===== src/rtl/dreg_pkg.sv =====
package dreg_pkg;
  localparam int unsigned WORD_W    = 32;
  localparam int unsigned WORD_BYTE = WORD_W / 8;

  typedef enum logic {
    PH_IDLE   = 1'b0,
    PH_SECOND = 1'b1
  } push_phase_e;
endpackage


===== src/rtl/dreg_word.sv =====
module dreg_word #(
  parameter int unsigned W = 32,
  parameter logic [W-1:0] RST_VAL = '0
) (
  input  logic         clk,
  input  logic         rst,
  input  logic         we,
  input  logic [W-1:0] d,
  output logic [W-1:0] q
);
  always_ff @(posedge clk) begin
    if (rst)     q <= RST_VAL;
    else if (we) q <= d;
  end
endmodule


===== src/rtl/dreg_link.sv =====
module dreg_link #(
  parameter int unsigned W = 32
) (
  input  logic         clk,
  input  logic         rst,
  input  logic         we,
  input  logic [W-1:0] wdata,
  input  logic         call_stb,
  input  logic [W-1:0] call_pc,
  input  logic         ret_stb,
  output logic [W-1:0] link_q,
  output logic         ret_vld,
  output logic [W-1:0] ret_pc
);
  // Link word carries no reset value: software or a call must set it first.
  always_ff @(posedge clk) begin
    if (call_stb)  link_q <= call_pc;
    else if (we)   link_q <= wdata;
  end

  always_ff @(posedge clk) begin
    if (rst) begin
      ret_vld <= 1'b0;
      ret_pc  <= '0;
    end else begin
      ret_vld <= ret_stb;
      if (ret_stb) ret_pc <= link_q;
    end
  end
endmodule


===== src/rtl/dreg_stack.sv =====
module dreg_stack
  import dreg_pkg::*;
#(
  parameter int unsigned W = 32,
  parameter int unsigned STEP = 4,
  parameter logic [W-1:0] SSP_RST = '0,
  parameter logic [W-1:0] USP_RST = '0
) (
  input  logic         clk,
  input  logic         rst,
  input  logic         stack_sel,
  input  logic         ssp_we,
  input  logic [W-1:0] ssp_wdata,
  input  logic         r15_we,
  input  logic [W-1:0] r15_wdata,
  input  logic         exc_stb,
  output logic [W-1:0] ssp_q,
  output logic [W-1:0] usp_q,
  output logic         push_vld,
  output logic         push_is_pc,
  output logic [W-1:0] push_addr
);
  localparam logic [W-1:0] STEP_W = W'(STEP);

  push_phase_e phase;
  logic [W-1:0] ssp_dec;

  assign ssp_dec = ssp_q - STEP_W;

  always_ff @(posedge clk) begin
    if (rst) begin
      ssp_q      <= SSP_RST;
      phase      <= PH_IDLE;
      push_vld   <= 1'b0;
      push_is_pc <= 1'b0;
      push_addr  <= '0;
    end else begin
      push_vld   <= 1'b0;
      push_is_pc <= 1'b0;
      case (phase)
        PH_IDLE: begin
          if (exc_stb) begin
            ssp_q     <= ssp_dec;
            push_addr <= ssp_dec;
            push_vld  <= 1'b1;
            phase     <= PH_SECOND;
          end else if (ssp_we) begin
            ssp_q <= ssp_wdata;
          end else if (r15_we && !stack_sel) begin
            ssp_q <= r15_wdata;
          end
        end
        default: begin
          ssp_q      <= ssp_dec;
          push_addr  <= ssp_dec;
          push_vld   <= 1'b1;
          push_is_pc <= 1'b1;
          phase      <= PH_IDLE;
        end
      endcase
    end
  end

  always_ff @(posedge clk) begin
    if (rst)                       usp_q <= USP_RST;
    else if (r15_we && stack_sel)  usp_q <= r15_wdata;
  end
endmodule


===== src/rtl/dreg_bank.sv =====
module dreg_bank
  import dreg_pkg::*;
#(
  parameter int unsigned W = WORD_W,
  parameter logic [W-1:0] TB_RST = 32'h000F_FC00,
  parameter logic [W-1:0] SSP_RST = '0
) (
  input  logic         clk,
  input  logic         rst,
  input  logic         stack_sel,
  input  logic         tb_we,
  input  logic [W-1:0] tb_wdata,
  output logic [W-1:0] tb_q,
  input  logic         rp_we,
  input  logic [W-1:0] rp_wdata,
  output logic [W-1:0] rp_q,
  input  logic         call_stb,
  input  logic [W-1:0] call_pc,
  input  logic         ret_stb,
  output logic         ret_vld,
  output logic [W-1:0] ret_pc,
  input  logic         ssp_we,
  input  logic [W-1:0] ssp_wdata,
  output logic [W-1:0] ssp_q,
  input  logic         r15_we,
  input  logic [W-1:0] r15_wdata,
  output logic [W-1:0] r15_rdata,
  input  logic         exc_stb,
  output logic         push_vld,
  output logic         push_is_pc,
  output logic [W-1:0] push_addr
);
  logic [W-1:0] usp_q;

  dreg_word #(.W(W), .RST_VAL(TB_RST)) i_tbase (
    .clk(clk), .rst(rst), .we(tb_we), .d(tb_wdata), .q(tb_q)
  );

  dreg_link #(.W(W)) i_link (
    .clk(clk), .rst(rst), .we(rp_we), .wdata(rp_wdata),
    .call_stb(call_stb), .call_pc(call_pc), .ret_stb(ret_stb),
    .link_q(rp_q), .ret_vld(ret_vld), .ret_pc(ret_pc)
  );

  dreg_stack #(.W(W), .STEP(W / 8), .SSP_RST(SSP_RST), .USP_RST('0)) i_stack (
    .clk(clk), .rst(rst), .stack_sel(stack_sel),
    .ssp_we(ssp_we), .ssp_wdata(ssp_wdata),
    .r15_we(r15_we), .r15_wdata(r15_wdata), .exc_stb(exc_stb),
    .ssp_q(ssp_q), .usp_q(usp_q),
    .push_vld(push_vld), .push_is_pc(push_is_pc), .push_addr(push_addr)
  );

  assign r15_rdata = stack_sel ? usp_q : ssp_q;
endmodule


===== config.mk =====
export PLATFORM = sky130hd
export DESIGN_NAME = dreg_bank
export DESIGN_NICKNAME = d
export VERILOG_FILES = /design/src/rtl/dreg_pkg.sv /design/src/rtl/dreg_word.sv /design/src/rtl/dreg_link.sv /design/src/rtl/dreg_stack.sv /design/src/rtl/dreg_bank.sv
export SDC_FILE = /design/constraint.sdc
export NUM_CORES = 1
export LEC_CHECK = 0
export BUFFER_PORTS_ARGS = -buffer_cell sky130_fd_sc_hd__buf_4
export CORE_AREA = 2 2 151 153
export DETAILED_ROUTE_END_ITERATION = 7
export DIE_AREA = 0 0 153 155
export PLACE_DENSITY = 0.68
export SYNTH_ARGS = -nofsm -noshare
export SYNTH_HDL_FRONTEND = slang
export SYNTH_SLANG_ARGS = --single-unit

===== constraint.sdc =====
create_clock -name clk -period 5.7 [get_ports clk]
set_input_delay 1.14 -clock clk [delete_from_list [all_inputs] [get_ports clk]]
set_output_delay 1.14 -clock clk [all_outputs]
set_load 0.03 [all_outputs]

==> results.toml <==
[yosys]
avgSynthCellArea_um2 = 9.600
yosysUniqueCellTypes = 56
synth_top_area_share_pct = 37.66
synthTopCellsByArea = "dfxtp_1 (38%), edfxtp_1 (11%), mux2i_1 (9.8%), mux2_2 (7.8%), nor2_1 (5.1%)"
synth_edf_count = 32
synth.largest_area_cell = "dfxtp_1"
syn-instance-count = 908
synth_commonest_cells = "dfxtp_1 (164), nor2_1 (118), nand2_1 (100)"
ys_ff_latch = 196
ys.flop_type = "dfxtp_1"
seq_area_frac_synth_pct = 48.69
syn_nets = 1079
yosys_warnings = 0
async_reset_ff_share_pct = 0
syn-cell-area_um2 = 8717
synth_most_common_cell = "dfxtp_1"

[timing]
slew_headroom_pct = 45.45
fin_worst_skew_ps = 13.85
fmax_ghz = 0.3014
grt_setup_unrepaired = "no"
fin_crit_sh_pct = 58.21
period_needed_ps = 3318
setup_violations = 0
slew_violations = 0
timing.setup.tns_ps = 0
worst_pin_slew_ps = 818.2
finalHoldViolations = 0

[placed_design]
placed_area_um2 = 11520
place_inst = 1488
port_buffers = 364
hpwlAfterDp_um = 21040
gp_congestion = 0.8504

[floorplanning]
die_y_um = 155
die_x_um = 153
core_area_um2 = 22230
start_util_pct = 39.22
dieArea_um2 = 23720
ios = 365
num_rows = 55

[worst_setup_path]
cp_slowest_cell = "buf_4"
end_kind = "output port"
startpoint_type = "input port"
crit_type = "in -> out"
cp_cell_sequence = "buf_4 -> mux2_2 -> buf_4"
arrival_ps = 2180
cp_common_cell = "buf_4"
cp_slowest_stage_delay_ps = 440
cp.required_ps = 4560
worstPathMaxFanout = 41

[global_routing]
grt_pass1_vias = 7719
overflow = 0
antenna_found_initial = 1
grt_max_degree = 63
grt_pass1_wl_um = 43330
track_usage_pct = 23.29

[clocking]
postCtsSetupRepairBufs = 0
root_buffer = "clkbuf_16"
cts-hold-fix-buffers = 0
clkTransAtPathRegs_ps = 70
ctsResizeCount = 0
cts.sinks = 196
clock_path_buffers = 2
cts_max_level = 4
cts_inserted_buffers = 17
clock_latency_ps = 440
tritoncts = "done"

[pwr]
p_leak_nw = 5.407
peakVddDrop_v = 0.0001967
power.density_nw_per_um2 = 320.7

[detailed_routing]
dr_total_vias = 7923
drcViolationCount = 0
first_iter_violations = 509
viasPerCell = 5.209
routed_wl_um = 28630
ant_nets = 0
dr.pass1.iters = 7
wire_per_inst_um = 18.82

[flow_run]
drv_cap = 0

[final_layout]
fin_cells = 1521
final_nets = 1393
drive_gt1_share_pct = 38.79
area.growth.synth_to_final_pct = 39.21
final_area_um2 = 12140

[hold_path]
holdCritPathClass = "reg -> reg"

[status]
status = "complete, no violations"
## final cells by class
cell class                 instances  area, um2
clock inverter                    14      157.7
tap                              285      356.6
clock buffer                      18      450.4
sequential                       196       4244
multi-input combinational        630       4116
fill                            2036      10090
inverter                           6      22.52
timing repair buffer             371       2785
antenna                            1      2.502
## critical path, delay by kind of cell
family   cells  cell delay (ps)
buf+inv      2              610
mux          1              400
## final timing paths
path | from | endpoint | depth (start not counted) | slack (ps)
worst max-delay path | stack_sel | r15_rdata[0] | 3 | 2380
worst min register to register | i_stack.usp_q[16] | i_stack.usp_q[16] | 2 | 460
worst min-delay path | i_stack.usp_q[16] | i_stack.usp_q[16] | 2 | 460
worst max register to register | i_stack.ssp_q[2] | i_stack.push_addr[24] | 7 | 2870
## routing by layer
metal  vias up  wire (um)  GRT usage (%)
met2       346      14070          39.59
met5         -          0              0
li1       3846          -              -
met3        43       2353          7.075
met4         0        696          7.407
met1      3688      11510          28.41
## sequential cells by signal (all words and copies together), names as in the netlist
name,cells
i_stack.push_is_pc,1
i_stack.usp_q,32
i_link.ret_vld,1
i_stack.ssp_q,32
i_tbase.q,32
i_link.ret_pc,32
i_link.link_q,32
i_stack.phase,1
i_stack.push_addr,32
i_stack.push_vld,1
## placed cells by master, fill, tap and decap left out, types with 18 or more instances in the layout
master	synthesis	final
edfxtp_1	32	32
clkbuf_16	0	18
buf_4	3	371
nand2_1	100	100
a21oi_1	62	62
dfxtp_1	164	164
o21ai_0	29	28
a211oi_1	22	22
mux2i_1	85	85
nor2_1	118	117
mux2_2	60	60
## kinds of logic after synthesis
logic type / Yosys count / share of synthesized area (%)
xor gates and xnor gates: 17 / 1.708
and+or+nand+nor: 301 / 15.47
buffers and inverters: 82 / 4.177
adders and majority gates: 1 / 0.1435
AOI/OAI and AO/OA: 166 / 12.30
muxes: 145 / 17.51
DFF: 196 / 48.69
## power breakdown
part / switching, W / leakage (nW) / internal, W
logic: 0.000599 / 3.43 / 0.000410
registers: 0.000112 / 1.68 / 0.00153
clock network: 0.000590 / 0.297 / 0.000652
## metrics by stage
step	setup WS, ps	hold slack, ps	utilization (%)	power [W]
after floorplan	2303	427.8	-	0.002279
after global placement	2419	441.3	51.85	0.002663
after detailed placement	2397	444.5	51.85	0.002677
after CTS	2385	456.6	54.58	0.003920
after global routing	2341	474.3	54.60	0.004057
final	2382	455.8	54.60	0.003891
Note: power is estimated with default switching activity, not from simulation.
